[src/rtl/sdram_rd_pkg.sv]
package sdram_rd_pkg;
   typedef enum logic [2:0] {
      ST_IDLE, ST_ACT, ST_GAP, ST_RD, ST_LAT, ST_DATA, ST_TDE
   } rd_state_t;

   // {cs_n, ras_n, cas_n, we_n}
   localparam logic [3:0] CMD_NOP  = 4'b0111;
   localparam logic [3:0] CMD_ACT  = 4'b0011;
   localparam logic [3:0] CMD_READ = 4'b0101;

   localparam int BURST_LEN = 4;
endpackage

[src/rtl/sdram_rd_seq.sv]
module sdram_rd_seq
   import sdram_rd_pkg::*;
#(
   parameter int BANK_W = 2,
   parameter int ROW_W  = 13,
   parameter int COL_W  = 9,
   parameter int ADDR_W = 13,
   parameter int AP_BIT = 10
) (
   input  logic              clk,
   input  logic              rst_n,
   input  logic              start,
   input  logic [BANK_W-1:0] in_bank,
   input  logic [ROW_W-1:0]  in_row,
   input  logic [COL_W-1:0]  in_col,
   input  logic [1:0]        in_rcd,
   input  logic [1:0]        in_lat,
   input  logic [1:0]        in_trp,
   input  logic              in_ratio,
   output logic              idle,
   output logic [3:0]        cmd,
   output logic [ADDR_W-1:0] addr,
   output logic [BANK_W-1:0] cur_bank,
   output logic              cap_en,
   output logic              done,
   output logic [2:0]        tap_cyc
);
   localparam int CNT_W = 3;

   rd_state_t          state;
   logic [CNT_W-1:0]   cnt;
   logic [CNT_W-1:0]   rcd_q, lat_q;
   logic               ratio_q;
   logic [ROW_W-1:0]   row_q;
   logic [COL_W-1:0]   col_q;
   logic [CNT_W-1:0]   rcd_cyc;

   assign rcd_cyc = (in_rcd == 2'b11) ? 3'd3 : ({1'b0, in_rcd} + 3'd1);

   always_ff @(posedge clk or negedge rst_n) begin
      if (!rst_n) begin
         state    <= ST_IDLE;
         cnt      <= '0;
         rcd_q    <= 3'd1;
         lat_q    <= 3'd1;
         ratio_q  <= 1'b0;
         row_q    <= '0;
         col_q    <= '0;
         cur_bank <= '0;
         tap_cyc  <= 3'd1;
      end else begin
         unique case (state)
            ST_IDLE: if (start) begin
               state    <= ST_ACT;
               rcd_q    <= rcd_cyc;
               lat_q    <= {1'b0, in_lat} + 3'd1;
               tap_cyc  <= {1'b0, in_trp} + 3'd1;
               ratio_q  <= in_ratio;
               row_q    <= in_row;
               col_q    <= in_col;
               cur_bank <= in_bank;
            end
            ST_ACT: begin
               if (rcd_q == 3'd1) state <= ST_RD;
               else begin
                  state <= ST_GAP;
                  cnt   <= rcd_q - 3'd1;
               end
            end
            ST_GAP: begin
               if (cnt == 3'd1) state <= ST_RD;
               else cnt <= cnt - 3'd1;
            end
            ST_RD: begin
               if (lat_q == 3'd1) begin
                  state <= ST_DATA;
                  cnt   <= CNT_W'(BURST_LEN);
               end else begin
                  state <= ST_LAT;
                  cnt   <= lat_q - 3'd1;
               end
            end
            ST_LAT: begin
               if (cnt == 3'd1) begin
                  state <= ST_DATA;
                  cnt   <= CNT_W'(BURST_LEN);
               end else cnt <= cnt - 3'd1;
            end
            ST_DATA: begin
               if (cnt == 3'd1) begin
                  state <= ST_TDE;
                  cnt   <= ratio_q ? 3'd2 : 3'd1;
               end else cnt <= cnt - 3'd1;
            end
            ST_TDE: begin
               if (cnt == 3'd1) state <= ST_IDLE;
               else cnt <= cnt - 3'd1;
            end
            default: state <= ST_IDLE;
         endcase
      end
   end

   always_comb begin
      cmd  = CMD_NOP;
      addr = '0;
      if (state == ST_ACT) begin
         cmd  = CMD_ACT;
         addr = ADDR_W'(row_q);
      end else if (state == ST_RD) begin
         cmd          = CMD_READ;
         addr         = ADDR_W'(col_q);
         addr[AP_BIT] = 1'b1;
      end
   end

   assign idle   = (state == ST_IDLE);
   assign cap_en = (state == ST_DATA);
   assign done   = (state == ST_TDE) && (cnt == 3'd1);

   assert_act_follows_accept_R1: assert property (@(posedge clk) disable iff (!rst_n)
      (idle && start) |=> (cmd == CMD_ACT));
   assert_done_then_idle_R6: assert property (@(posedge clk) disable iff (!rst_n)
      done |=> idle);
   assert_legal_cmd_R2: assert property (@(posedge clk) disable iff (!rst_n)
      (cmd == CMD_NOP) || (cmd == CMD_ACT) || (cmd == CMD_READ));
   assert_read_after_act_R2: assert property (@(posedge clk) disable iff (!rst_n)
      (cmd == CMD_ACT && rcd_q == 3'd1) |=> (cmd == CMD_READ));
endmodule

[src/rtl/sdram_bank_lock.sv]
module sdram_bank_lock #(
   parameter int NBANKS = 4,
   parameter int BANK_W = 2,
   parameter int CNT_W  = 3
) (
   input  logic              clk,
   input  logic              rst_n,
   input  logic              load,
   input  logic [BANK_W-1:0] load_bank,
   input  logic [CNT_W-1:0]  load_val,
   input  logic [BANK_W-1:0] query_bank,
   output logic              query_busy,
   output logic [NBANKS-1:0] busy_vec
);
   for (genvar g = 0; g < NBANKS; g++) begin : g_bank
      logic [CNT_W-1:0] left;
      always_ff @(posedge clk or negedge rst_n) begin
         if (!rst_n) left <= '0;
         else if (load && (load_bank == BANK_W'(g))) left <= load_val;
         else if (left != '0) left <= left - 1'b1;
      end
      assign busy_vec[g] = (left != '0);
   end

   assign query_busy = busy_vec[query_bank];
endmodule

[src/rtl/sdram_rd_capture.sv]
module sdram_rd_capture #(
   parameter int DATA_W = 32
) (
   input  logic              clk,
   input  logic              rst_n,
   input  logic              cap_en,
   input  logic [DATA_W-1:0] dq,
   output logic [DATA_W-1:0] data,
   output logic              valid
);
   always_ff @(posedge clk or negedge rst_n) begin
      if (!rst_n) begin
         data  <= '0;
         valid <= 1'b0;
      end else begin
         valid <= cap_en;
         if (cap_en) data <= dq;
      end
   end
endmodule

[src/rtl/sdram_burst_rd.sv]
module sdram_burst_rd
   import sdram_rd_pkg::*;
#(
   parameter int NBANKS = 4,
   parameter int ROW_W  = 13,
   parameter int COL_W  = 9,
   parameter int ADDR_W = 13,
   parameter int AP_BIT = 10,
   parameter int DATA_W = 32
) (
   input  logic                      clk,
   input  logic                      rst_n,
   input  logic                      req_valid,
   output logic                      req_ready,
   input  logic [$clog2(NBANKS)-1:0] req_bank,
   input  logic [ROW_W-1:0]          req_row,
   input  logic [COL_W-1:0]          req_col,
   input  logic [1:0]                cfg_rcd,
   input  logic [1:0]                cfg_lat,
   input  logic [1:0]                cfg_trp,
   input  logic                      cfg_ratio_1to1,
   output logic                      sd_cs_n,
   output logic                      sd_ras_n,
   output logic                      sd_cas_n,
   output logic                      sd_we_n,
   output logic [ADDR_W-1:0]         sd_addr,
   output logic [$clog2(NBANKS)-1:0] sd_bank,
   input  logic [DATA_W-1:0]         sd_dq,
   output logic [DATA_W-1:0]         rd_data,
   output logic                      rd_valid,
   output logic                      rd_done
);
   localparam int BANK_W = $clog2(NBANKS);

   if (NBANKS < 2 || (1 << BANK_W) != NBANKS) begin : g_chk_banks
      $error("NBANKS must be a power of two of at least 2");
   end
   if (AP_BIT >= ADDR_W || COL_W > AP_BIT || ROW_W > ADDR_W) begin : g_chk_addr
      $error("address field widths do not fit the address bus");
   end

   logic              idle, start, lock_hit, cap_en, done;
   logic [3:0]        cmd;
   logic [2:0]        tap_cyc;
   logic [BANK_W-1:0] cur_bank;
   logic [NBANKS-1:0] lock_vec;

   assign req_ready = idle && !lock_hit;
   assign start     = req_valid && req_ready;

   sdram_rd_seq #(
      .BANK_W(BANK_W), .ROW_W(ROW_W), .COL_W(COL_W),
      .ADDR_W(ADDR_W), .AP_BIT(AP_BIT)
   ) u_seq (
      .clk(clk), .rst_n(rst_n), .start(start),
      .in_bank(req_bank), .in_row(req_row), .in_col(req_col),
      .in_rcd(cfg_rcd), .in_lat(cfg_lat), .in_trp(cfg_trp),
      .in_ratio(cfg_ratio_1to1),
      .idle(idle), .cmd(cmd), .addr(sd_addr), .cur_bank(cur_bank),
      .cap_en(cap_en), .done(done), .tap_cyc(tap_cyc)
   );

   sdram_bank_lock #(
      .NBANKS(NBANKS), .BANK_W(BANK_W), .CNT_W(3)
   ) u_lock (
      .clk(clk), .rst_n(rst_n), .load(done), .load_bank(cur_bank),
      .load_val(tap_cyc), .query_bank(req_bank),
      .query_busy(lock_hit), .busy_vec(lock_vec)
   );

   sdram_rd_capture #(.DATA_W(DATA_W)) u_cap (
      .clk(clk), .rst_n(rst_n), .cap_en(cap_en), .dq(sd_dq),
      .data(rd_data), .valid(rd_valid)
   );

   assign {sd_cs_n, sd_ras_n, sd_cas_n, sd_we_n} = cmd;
   assign sd_bank = cur_bank;
   assign rd_done = done;

   assert_no_act_locked_bank_R7: assert property (@(posedge clk) disable iff (!rst_n)
      (cmd == CMD_ACT) |-> !lock_vec[cur_bank]);
   assert_not_ready_busy_R9: assert property (@(posedge clk) disable iff (!rst_n)
      !idle |-> !req_ready);
   assert_valid_after_capture_R5: assert property (@(posedge clk) disable iff (!rst_n)
      $fell(cap_en) |-> rd_valid);
endmodule

[config.mk]
export PLATFORM = sky130hd
export DESIGN_NAME = sdram_burst_rd
export DESIGN_NICKNAME = d
export VERILOG_FILES = /design/src/rtl/sdram_rd_pkg.sv /design/src/rtl/sdram_rd_seq.sv /design/src/rtl/sdram_bank_lock.sv /design/src/rtl/sdram_rd_capture.sv /design/src/rtl/sdram_burst_rd.sv
export SDC_FILE = /design/constraint.sdc
export NUM_CORES = 1
export LEC_CHECK = 0
export BUFFER_PORTS_ARGS = -buffer_cell sky130_fd_sc_hd__buf_2
export CAP_MARGIN = 20
export CORE_ASPECT_RATIO = 0.6
export CORE_MARGIN = 5
export CORE_UTILIZATION = 47
export CTS_CLUSTER_SIZE = 28
export DETAILED_ROUTE_END_ITERATION = 7
export PLACE_DENSITY = 0.87
export SYNTH_ARGS = -nofsm -noshare
export SYNTH_HDL_FRONTEND = slang
export SYNTH_SLANG_ARGS = --single-unit
[constraint.sdc]
create_clock -name clk -period 1.98 [get_ports clk]
set_input_delay 0.297 -clock clk [delete_from_list [all_inputs] [get_ports clk]]
set_output_delay 0.297 -clock clk [all_outputs]
set_load 0.05 [all_outputs]
==> flow_summary.yaml <==
clock_tree:
  cts_root_buffer: "clkbuf_16"
  h-tree-depth: 3
  cts-buffers-inserted: 9
  cts_tree: "built"
  cts_max_path_buffers: 2
  cts_num_sinks: 84
  clock_latency_ns: 0.33
  clkSlewWorstSetupHoldPaths_ns: 0.06
worst_setup_path:
  arrival_ns: 1.88
  crit_required_ns: 1.68
  reg2reg_to: "u_seq.tap_cyc[2]"
  endpoint_kind: "primary output"
  cp_max_fo: 2
  r2r_slack_ns: -0.16
  critPathKind: "flip-flop to primary output"
  worst_r2r_startpoint: "u_lock.g_bank[2].left[0]"
  r2r_cells: 9
  cp-start-kind: "flip-flop"
die:
  rows: 26
  floorplan.initialDensity_pct: 48.48
  die-area_um2: 10870
  core_area_um2: 8556
  io_pins: 120
  die_h_um: 82.77
  die_x_um: 131.3
drt:
  drt_pre_antenna_iters: 5
  ant_nets: 0
  drt_iter0_drc: 154
  avgViaCountPerCell: 5.269
  vias: 3156
  wl_per_cell_um: 17.55
  routed_wl_um: 10520
  remaining_drc_errors: 0
worst_hold_path:
  min-delay-start: "cfg_trp[0]"
  hp-class: "primary input to flip-flop"
  worstHoldPathCells: 2
  hold_end: "u_seq.tap_cyc[0]"
logic_synthesis:
  synth_edf_count: 0
  syn_avg_cell_area_um2: 12.72
  syn_inst: 326
  synth_flop_cell: "dfrtp_1"
  synth_area_um2: 4148
  ys_seq_area_share_pct: 50.77
  ys_types: 46
  ys_warn_count: 0
  syn-num-nets: 408
  synth-async-reset-ratio_pct: 100.0
  synth_seq_cells: 84
timing:
  slew_violations: 0
  fin_crit_sh_pct: 109.7
  finalSetupViolCount: 32
  maxSlewHeadroom_pct: 64.72
  rsz0062_at_grt: "true"
  fin_skew_ns: 0.004653
  hold_viol: 0
  fmax_mhz: 460.2
  hold_ws_ns: 0.1286
  period_minus_slack_ns: 2.173
  tightest_slew_ns: 0.5291
  worst_slack_ns: -0.1930
final_layout:
  area_growth_pct: 38.04
  nets: 565
  antennaDiodeCount: 0
  drive_gt1_share_pct: 55.03
power_and_ir_drop:
  vdd.ir_drop.worst_mv: 1.059
  power_mw: 10.87
  p_leak_nw: 2.866
  powerDensity_nw_per_um2: 1899
placement:
  place_ws_ns: -0.06937
  portBuffers: 117
  gp_congestion: 0.8338
  dp_hpwl_um: 7153
grt:
  antenna_found_initial: 0
  grt_max_degree: 41
  grtUsageTotal_pct: 18.89
  grt-ovfl-total: 0
  grt_pass1_wl_um: 16150
  first_global_vias: 3266
run:
  max-cap-violations: 0
run_status:
  violations: "negative setup slack"
  status: "complete, but fails checks"
-- critical path, cell delays in order, from the launching register on --
cell,delay [ns]
dfrtp_1,0.36
inv_2,0.06
ha_4,0.16
nor2b_4,0.12
mux4_2,0.52
and3_4,0.19
buf_8,0.14
-- cells by family (layout without fill, tap and decap cells) --
logic type,count (synthesis),in the layout,synth area share [%]
flops,84,84,50.77
mux,74,74,22.47
simple gates,64,64,8.687
compound gates,48,48,7.632
buf+inv,34,195,4.585
fa+ha+maj,16,16,4.826
xor+xnor,4,4,0.8446
other cells,2,2,0.1811
-- cell usage in the layout (no fill, tap or decap), types with 5 or more instances in the layout --
master	instances
ha_1	11
buf_2	105
mux2_2	36
nor2_1	14
clkbuf_16	10
nand2_1	15
inv_1	12
buf_6	6
o21ai_0	15
dfrtp_1	79
clkbuf_4	7
buf_4	32
a22o_1	9
inv_2	7
buf_12	7
nor2b_1	5
mux2_4	29
mux2i_1	8
a21oi_1	8
-- worst max-delay path by stage --
stage	end	start	slack (ns)
floorplan	u_seq.col_q[0]	u_lock.g_bank[3].left[0]	0.04
global placement	req_ready	u_lock.g_bank[3].left[0]	0.01
detailed placement	u_seq.row_q[0]	u_lock.g_bank[0].left[1]	-0.07
CTS	req_ready	u_lock.g_bank[2].left[0]	-0.18
global route	req_ready	u_lock.g_bank[2].left[1]	-0.25
finish	req_ready	u_lock.g_bank[2].left[0]	-0.19
-- Yosys cell counts, types with 2 or more instances --
| library cell | n | share of area [%] |
|---|---|---|
| dfrtp_1 | 81 | 49 |
| a22o_1 | 9 | 1.9 |
| and3b_1 | 2 | 0.42 |
| clkbuf_1 | 3 | 0.27 |
| dfstp_2 | 3 | 1.9 |
| nor3_1 | 2 | 0.24 |
| nand2_1 | 15 | 1.4 |
| o22ai_1 | 2 | 0.30 |
| nor4_1 | 2 | 0.30 |
| buf_2 | 5 | 0.60 |
| o21a_1 | 3 | 0.54 |
| nor2b_1 | 9 | 1.4 |
| mux2_2 | 39 | 11 |
| mux2i_1 | 8 | 1.9 |
| nand2b_1 | 4 | 0.60 |
| buf_1 | 2 | 0.18 |
| a31oi_1 | 4 | 0.60 |
| o21ai_0 | 15 | 1.8 |
| inv_1 | 19 | 1.7 |
| conb_1 | 2 | 0.18 |
| mux2_4 | 26 | 9.4 |
| nand3b_1 | 2 | 0.36 |
| buf_12 | 3 | 1.4 |
| and3_1 | 4 | 0.60 |
| and3_2 | 2 | 0.36 |
| a21oi_1 | 8 | 0.97 |
| buf_4 | 2 | 0.36 |
| xnor2_1 | 4 | 0.84 |
| nor2_1 | 14 | 1.3 |
| ha_1 | 16 | 4.8 |
-- per-layer routing --
layer / GRT usage [%] / vias to the layer above / part of all wire [%]
met1: 24.16 / 1536 / 42
met2: 30.77 / 135 / 49
met3: 5.266 / 23 / 6.6
li1: - / 1462 / -
met5: 0 / - / 0
met4: 8.008 / 0 / 2.3
-- per-stage QoR --
step,instance area (µm²),utilization (%),setup TNS (ns),instances
after global placement,5035,58.85,0,568
after global routing,5725,66.92,-4.653,599
final,5725,66.92,-2.795,599
after floorplan,4153,-,0,326
after detailed placement,5035,58.85,-1.154,568
after CTS,5578,65.19,-2.232,591
-- state kept, by name, summed over array words and instances, names as in the netlist --
name and count:
u_seq.col_q 9, u_cap.valid 1, u_seq.cnt 3, u_seq.lat_q 3
u_seq.state 3, u_seq.tap_cyc 3, u_seq.cur_bank 2, u_cap.data 32
u_seq.ratio_q 1, u_seq.row_q 13, u_seq.rcd_q 2, u_lock.g_bank.left 12
-- layout make-up --
cell class                 count  area (µm²)
fill                         590        2830
sequential                    84        2108
multi-input combinational    208        1963
timing repair buffer         161        1104
clock buffer                   9       225.2
tap                          112       140.1
clock inverter                 6       113.9
inverter                      19       71.32
-- where the power goes --
group	total [mW]	leakage (nW)	switching, mW	internal (mW)
clock network	1.90	0.158	0.672	1.23
logic	5.74	1.72	3.33	2.41
registers	3.24	0.991	0.618	2.62
-- timing repair --
item,in CTS,in global routing
hold buffers,1,0
pin swaps,6,2
endpoints found under the setup margin,41,42
cloned,1,1
endpoints found under the hold margin,35,0
gates resized for setup,33,18
setup buffers,6,7
No activity file was read; power rests on OpenSTA's default activity.
